### config.mk
export PLATFORM = sky130hd
export DESIGN_NAME = pulse_coinc_top
export DESIGN_NICKNAME = d
export VERILOG_FILES = /design/src/rtl/coinc_pkg.sv /design/src/rtl/coinc_edge_sync.sv /design/src/rtl/coinc_ts_fifo.sv /design/src/rtl/coinc_sat_counter.sv /design/src/rtl/pulse_coinc_top.sv
export SDC_FILE = /design/constraint.sdc
export NUM_CORES = 1
export LEC_CHECK = 0
export BUFFER_PORTS_ARGS = -buffer_cell sky130_fd_sc_hd__buf_2
export CAP_MARGIN = 20
export CORE_MARGIN = 3
export CORE_UTILIZATION = 55
export DETAILED_ROUTE_END_ITERATION = 16
export HOLD_SLACK_MARGIN = 0.1
export PLACE_DENSITY = 0.82
export SYNTH_ARGS = -nofsm -noshare
export SYNTH_HDL_FRONTEND = slang
export SYNTH_SLANG_ARGS = --single-unit
### constraint.sdc
create_clock -name clk -period 4.6 [get_ports clk]
set_clock_uncertainty 0.1 [all_clocks]
set_input_delay 1.15 -clock clk [delete_from_list [all_inputs] [get_ports clk]]
set_output_delay 1.15 -clock clk [all_outputs]
set_load 0.02 [all_outputs]
### src/rtl/coinc_pkg.sv
// Package: shared helpers for the delayed pulse coincidence counter.
// Assumes: nothing beyond IEEE 1800-2017 constant functions.
package coinc_pkg;

    // Width of an index into n entries, never less than one bit.
    function automatic int unsigned idx_width(int unsigned n);
        return (n > 1) ? $clog2(n) : 1;
    endfunction

    // Width able to hold the value n itself.
    function automatic int unsigned level_width(int unsigned n);
        return $clog2(n + 1);
    endfunction

endpackage

### src/rtl/coinc_edge_sync.sv
// Module: coinc_edge_sync
// Brings one asynchronous pulse line into the clock domain through two
// flops, then emits a single-cycle strobe for each rising edge seen.
// Assumes: input stays high for at least one sampling edge per pulse.
module coinc_edge_sync (
    input  logic clk,
    input  logic rst_n,
    input  logic din,
    output logic stb
);
    logic [2:0] stage;

    // Purpose: shift the input through the synchronizer and one history flop.
    always_ff @(posedge clk) begin
        if (!rst_n) stage <= '0;
        else        stage <= {stage[1:0], din};
    end

    // Purpose: rising edge on the synchronized level.
    always_comb stb = stage[1] & ~stage[2];

    assert_single_strobe_R2: assert property (@(posedge clk) disable iff (!rst_n)
        stb |=> !stb);

    assert_level_held_R2: assert property (@(posedge clk) disable iff (!rst_n)
        stb |=> stage[2]);

endmodule

### src/rtl/coinc_ts_fifo.sv
// Module: coinc_ts_fifo
// Small circular FIFO of replay timestamps. One write and one read per cycle.
// Assumes: caller never pushes when full nor pops when empty.
module coinc_ts_fifo #(
    parameter int unsigned DEPTH = 16,
    parameter int unsigned W     = 32
) (
    input  logic         clk,
    input  logic         rst_n,
    input  logic         push,
    input  logic [W-1:0] wdata,
    input  logic         pop,
    output logic [W-1:0] head,
    output logic         empty,
    output logic         full
);
    import coinc_pkg::*;

    localparam int unsigned AW = idx_width(DEPTH);
    localparam int unsigned LW = level_width(DEPTH);
    localparam logic [AW-1:0] LAST = AW'(DEPTH - 1);
    localparam logic [LW-1:0] FULL_LVL = LW'(DEPTH);

    logic [W-1:0]  mem [DEPTH];
    logic [AW-1:0] wptr, rptr;
    logic [LW-1:0] level;

    // Purpose: store an incoming timestamp.
    always_ff @(posedge clk) begin
        if (push) mem[wptr] <= wdata;
    end

    // Purpose: advance pointers and track occupancy.
    always_ff @(posedge clk) begin
        if (!rst_n) begin
            wptr  <= '0;
            rptr  <= '0;
            level <= '0;
        end else begin
            if (push) wptr <= (wptr == LAST) ? '0 : wptr + 1'b1;
            if (pop)  rptr <= (rptr == LAST) ? '0 : rptr + 1'b1;
            case ({push, pop})
                2'b10:   level <= level + 1'b1;
                2'b01:   level <= level - 1'b1;
                default: level <= level;
            endcase
        end
    end

    // Purpose: expose head and status.
    always_comb begin
        head  = mem[rptr];
        empty = (level == '0);
        full  = (level == FULL_LVL);
    end

    assert_no_overflow_R6: assert property (@(posedge clk) disable iff (!rst_n)
        !(push && full));

    assert_no_underflow_R6: assert property (@(posedge clk) disable iff (!rst_n)
        !(pop && empty));

    assert_level_grows_R6: assert property (@(posedge clk) disable iff (!rst_n)
        (push && !pop) |=> level == $past(level) + 1'b1);

endmodule

### src/rtl/coinc_sat_counter.sv
// Module: coinc_sat_counter
// Event counter that holds at all ones and clears synchronously.
// Assumes: at most one increment per cycle.
module coinc_sat_counter #(
    parameter int unsigned W = 32
) (
    input  logic         clk,
    input  logic         rst_n,
    input  logic         clr,
    input  logic         inc,
    output logic [W-1:0] q
);
    localparam logic [W-1:0] TOP = '1;

    // Purpose: count, saturate, clear.
    always_ff @(posedge clk) begin
        if (!rst_n)                 q <= '0;
        else if (clr)               q <= '0;
        else if (inc && q != TOP)   q <= q + 1'b1;
    end

    assert_hold_at_top_R7: assert property (@(posedge clk) disable iff (!rst_n)
        (!clr && q == TOP) |=> q == TOP);

    assert_step_one_R2: assert property (@(posedge clk) disable iff (!rst_n)
        (!clr && inc && q != TOP) |=> q == $past(q) + 1'b1);

    assert_clear_zero_R8: assert property (@(posedge clk) disable iff (!rst_n)
        clr |=> q == '0);

endmodule

### src/rtl/pulse_coinc_top.sv
// Module: pulse_coinc_top
// Synchronizes two pulse channels. Channel A events are replayed exactly
// DELAY_CYCLES later through a FIFO of due times compared with a
// free-running timestamp. Coincidences between the replay and channel B
// within +/-WINDOW cycles are counted.
// Assumes: 3 <= DELAY_CYCLES < 2**TS_W, WINDOW much smaller than DELAY_CYCLES.
module pulse_coinc_top #(
    parameter int unsigned DELAY_CYCLES = 100000,
    parameter int unsigned FIFO_DEPTH   = 16,
    parameter int unsigned WINDOW       = 0,
    parameter int unsigned TS_W         = 32,
    parameter int unsigned CNT_W        = 32
) (
    input  logic             clk,
    input  logic             rst_n,
    input  logic             clr,
    input  logic             a_in,
    input  logic             b_in,
    output logic             a_dly_o,
    output logic             coinc_o,
    output logic [CNT_W-1:0] cnt_a,
    output logic [CNT_W-1:0] cnt_b,
    output logic [CNT_W-1:0] cnt_coinc,
    output logic [CNT_W-1:0] cnt_drop
);
    // Replay is registered, so the due time is stored one cycle early.
    localparam logic [TS_W-1:0] DUE_OFS = TS_W'(DELAY_CYCLES - 1);

    logic            a_stb, b_stb;
    logic [TS_W-1:0] ts;
    logic [TS_W-1:0] head;
    logic            f_empty, f_full;
    logic            push_a, drop_a, due;
    logic            a_dly_q, late_a, b_win, hit, coinc_q;

    initial begin
        assert (DELAY_CYCLES >= 3) else $error("DELAY_CYCLES must be at least 3");
    end

    coinc_edge_sync u_sync_a (.clk(clk), .rst_n(rst_n), .din(a_in), .stb(a_stb));
    coinc_edge_sync u_sync_b (.clk(clk), .rst_n(rst_n), .din(b_in), .stb(b_stb));

    // Purpose: free-running timestamp, wraps modulo 2**TS_W.
    always_ff @(posedge clk) begin
        if (!rst_n) ts <= '0;
        else        ts <= ts + 1'b1;
    end

    // Purpose: decide push, drop and replay for the current cycle.
    always_comb begin
        push_a = a_stb & ~f_full;
        drop_a = a_stb &  f_full;
        due    = ~f_empty & (head == ts);
    end

    coinc_ts_fifo #(.DEPTH(FIFO_DEPTH), .W(TS_W)) u_fifo (
        .clk  (clk),
        .rst_n(rst_n),
        .push (push_a),
        .wdata(ts + DUE_OFS),
        .pop  (due),
        .head (head),
        .empty(f_empty),
        .full (f_full)
    );

    // Purpose: register the replay pulse.
    always_ff @(posedge clk) begin
        if (!rst_n) a_dly_q <= 1'b0;
        else        a_dly_q <= due;
    end

    // Window alignment: delay the replay by WINDOW and keep 2*WINDOW of B history.
    generate
        if (WINDOW == 0) begin : g_exact
            always_comb begin
                late_a = a_dly_q;
                b_win  = b_stb;
            end
        end else begin : g_window
            logic [WINDOW-1:0]   a_pipe;
            logic [2*WINDOW-1:0] b_hist;

            // Purpose: shift replay and B strobes through their alignment lines.
            always_ff @(posedge clk) begin
                if (!rst_n) begin
                    a_pipe <= '0;
                    b_hist <= '0;
                end else begin
                    a_pipe[0] <= a_dly_q;
                    b_hist[0] <= b_stb;
                    for (int i = 1; i < WINDOW; i++)     a_pipe[i] <= a_pipe[i-1];
                    for (int i = 1; i < 2 * WINDOW; i++) b_hist[i] <= b_hist[i-1];
                end
            end

            always_comb begin
                late_a = a_pipe[WINDOW-1];
                b_win  = b_stb | (|b_hist);
            end
        end
    endgenerate

    // Purpose: coincidence decision and its output pulse.
    always_comb hit = late_a & b_win;

    always_ff @(posedge clk) begin
        if (!rst_n) coinc_q <= 1'b0;
        else        coinc_q <= hit;
    end

    coinc_sat_counter #(.W(CNT_W)) u_cnt_a (
        .clk(clk), .rst_n(rst_n), .clr(clr), .inc(a_stb), .q(cnt_a));
    coinc_sat_counter #(.W(CNT_W)) u_cnt_b (
        .clk(clk), .rst_n(rst_n), .clr(clr), .inc(b_stb), .q(cnt_b));
    coinc_sat_counter #(.W(CNT_W)) u_cnt_c (
        .clk(clk), .rst_n(rst_n), .clr(clr), .inc(hit), .q(cnt_coinc));
    coinc_sat_counter #(.W(CNT_W)) u_cnt_d (
        .clk(clk), .rst_n(rst_n), .clr(clr), .inc(drop_a), .q(cnt_drop));

    always_comb begin
        a_dly_o = a_dly_q;
        coinc_o = coinc_q;
    end

    assert_replay_single_R3: assert property (@(posedge clk) disable iff (!rst_n)
        a_dly_o |=> !a_dly_o);

    assert_kept_is_pending_R6: assert property (@(posedge clk) disable iff (!rst_n)
        push_a |=> !f_empty);

    assert_coinc_needs_late_R4: assert property (@(posedge clk) disable iff (!rst_n)
        coinc_o |-> $past(late_a) && $past(b_win));

    assert_clear_keeps_pending_R8: assert property (@(posedge clk) disable iff (!rst_n)
        (clr && !f_empty && !due) |=> !f_empty);

endmodule

==> impl_metrics.env <==
export IMPL_arrival_ns=4.90
export IMPL_cts_sinks=697
export IMPL_totalWireLength_um=71280
export IMPL_core_area_mm2=0.05182
export IMPL_io_buffers=134
export IMPL_r2r_slack_ns=0.12
export IMPL_dr_pass1_iters=6
export IMPL_crit_end="u_fifo.level[4]"
export IMPL_drt_vias_per_instance=6.163
export IMPL_synth_avg_cell_area_um2=14.48
export IMPL_slew_headroom_pct=22.07
export IMPL_critPathCaptureType="flop"
export IMPL_status="completed"
export IMPL_worst_slew_pin_slew_ns=1.161
export IMPL_cts_buffers=72
export IMPL_synthFlopType="edfxtp_1"
export IMPL_ir_drop_mv=0.2909
export IMPL_grt_first_pass_wirelength_um=107400
export IMPL_insertion_delay_ns=0.61
export IMPL_synth_most_common_cell="edfxtp_1"
export IMPL_setup_violations=0
export IMPL_wl_per_cell_um=23.84
export IMPL_synth_edf_count=512
export IMPL_drive_gt1_share_pct=22.77
export IMPL_drcViolationCount=0
export IMPL_grt_overflow=0
export IMPL_postRouteAntennaNets=0
export IMPL_crit_required_ns=5.02
export IMPL_cts_hold_buffers=0
export IMPL_n_antenna_cell=0
export IMPL_drv_slew=0
export IMPL_fin_hold_ws_ns=0.3399
export IMPL_crit_type="reg2reg"
export IMPL_place_gp_congestion=0.9812
export IMPL_grt_usage_pct=24.96
export IMPL_hold_viol=0
export IMPL_first_global_vias=18080
export IMPL_timing_rr_end="u_fifo.level[4]"
export IMPL_syn_cell_area_mm2=0.02906
export IMPL_die_width_um=235.9
export IMPL_synth_top_area_share_pct=52.90
export IMPL_cts_clk_slew_worst_paths_ns=0.06
export IMPL_synth_largest_area_cell="edfxtp_1"
export IMPL_synth_fp_nets=2027
export IMPL_syn_to_final_growth_pct=17.19
export IMPL_antenna_found_initial=0
export IMPL_dp_hpwl_um=42180
export IMPL_critical_path_max_fanout=12
export IMPL_leakagePower_nw=11.29
export IMPL_htree_levels=3
export IMPL_cts_tree="yes"
export IMPL_num_rows=83
export IMPL_async_flop_share_pct=0
export IMPL_placed_area_mm2=0.03119
export IMPL_instances_no_fill=2990
export IMPL_min_period_ns=4.484
export IMPL_nets=2273
export IMPL_finalCritPeriodShare_pct=97.47
export IMPL_fin_area_mm2=0.03406
export IMPL_netlist_top_cells_count="edfxtp_1, dfxtp_1, nor2_1"
export IMPL_ios=135
export IMPL_start_kind="flop"
export IMPL_synth_area_leaders="edfxtp_1, dfxtp_1, mux4_2"
export IMPL_worst_r2r_cell_count=20
export IMPL_yosys_warnings=0
export IMPL_drt_iter0_drc=1906
export IMPL_grt_max_degree=58
export IMPL_hold_path_class="reg2reg"
export IMPL_synth_seq_area_share_pct=65.64
export IMPL_clockBufferDepth=3
export IMPL_num_vias=18426
export IMPL_final_setup_tns_ns=0
export IMPL_die_area_mm2=0.05563
export IMPL_dp_cells=2825
export IMPL_power_density_mw_per_mm2=377.4
export IMPL_ys_types=67
export IMPL_floorplan_initialDensity_pct=56.08
export IMPL_postSynthCellCount=2007
export IMPL_die_height_um=235.9
export IMPL_root_buffer="clkbuf_16"
export IMPL_cap_violations=0
export IMPL_max_freq_ghz=0.2230
export IMPL_ys_ff_latch=697
-- area by class of cell --
cell class	instances	area (µm²)
Sequential cell	697	19090
Fill cell	3434	17760
Multi-Input combinational cell	1185	9637
Clock buffer	96	2069
Timing Repair Buffer	271	1949
Tap cell	680	850.8
Clock inverter	35	365.4
Inverter	26	97.59
-- through the flow --
stage	total power, W	setup WS [ns]	util (%)
CTS	0.01292	0.007325	64.89
global placement	0.007025	0.06059	60.20
floorplan	0.006971	0.06852	-
global route	0.01319	-0.05010	65.73
detailed placement	0.007033	0.05506	60.20
finish	0.01285	0.1164	65.73
-- worst min-delay path by stage --
stage               slack (ns)              start  depth (start not counted)                end
floorplan                 0.31  u_sync_a.stage[0]                          1  u_sync_a.stage[1]
global route              0.35  u_sync_b.stage[0]                          1  u_sync_b.stage[1]
detailed placement        0.33  u_sync_a.stage[0]                          1  u_sync_a.stage[1]
CTS                       0.35  u_sync_a.stage[0]                          1  u_sync_a.stage[1]
global placement          0.32  u_sync_a.stage[0]                          1  u_sync_a.stage[1]
finish                    0.34  u_sync_a.stage[0]                          1  u_sync_a.stage[1]
-- worst max-delay path: stages, from the launching register on --
cell and delay [ns]:
dfxtp_4 0.38, buf_4 0.13, buf_12 0.14, buf_4 0.13
buf_12 0.13, mux4_2 0.54, xnor2_1 0.16, a21boi_0 0.19
o22ai_1 0.33, o2111ai_1 0.22, nor4_2 0.28, buf_4 0.18
ha_2 0.19, xor2_1 0.15, ha_2 0.21, o21ai_0 0.07
a21oi_1 0.14, a21oi_1 0.10, xor2_1 0.15, or3_1 0.31
a21boi_1 0.14
-- flip-flops by register name (all words and copies together) (netlist names), named ones only --
signal and cells:
coinc_o 1, u_cnt_d.q 32, u_fifo.level 5, u_fifo.mem 512, a_dly_o 1, u_cnt_a.q 32, u_sync_a.stage 3, u_fifo.rptr 4
u_sync_b.stage 3, u_cnt_c.q 32, ts 32, u_fifo.wptr 4, u_cnt_b.q 32
-- cells by family (layout without fill, tap and decap cells) --
logic type / after synthesis / count (layout) / share of synthesized area [%]
AO/OA/AOI/OAI: 139 / 139 / 3.341
XOR/XNOR: 220 / 220 / 6.630
adder cells (fa/ha/maj): 15 / 15 / 0.6458
buffers and inverters: 125 / 428 / 1.847
flip-flops: 697 / 697 / 65.64
multiplexers: 195 / 195 / 11.18
AND/OR/NAND/NOR: 616 / 616 / 10.71
-- layer usage --
layer	GRT usage, %	routed length, µm
met1	32.86	27180
met2	40.71	33950
met3	5.343	6943
met4	10.18	3206
met5	0	0
-- layout by cell type (no fill, tap or decap), drive strengths merged, types with 85 or more instances in the layout --
cell type,Yosys,final
buf,41,267
clkbuf,58,99
dfxtp,185,185
edfxtp,512,512
mux2i,85,85
mux4,103,103
nand2,116,116
nor2,172,172
xnor2,107,107
xor2,113,113
-- where the power goes --
| part | total [W] | switching [W] | internal, W | leakage [nW] |
|---|---|---|---|---|
| registers | 0.00673 | 0.0000121 | 0.00672 | 5.93 |
| logic | 0.000178 | 0.000125 | 0.0000527 | 4.19 |
| clock network | 0.00594 | 0.00238 | 0.00356 | 1.18 |
| total | 0.0129 | 0.00252 | 0.0103 | 11.3 |
-- repair_timing --
item | in CTS | in global routing
endpoints found under the setup margin | 0 | 2
resized for setup | 0 | 18
endpoints found under the hold margin | 0 | 0
buffers inserted | 0 | 23
No activity file was read; power rests on OpenSTA's default activity.
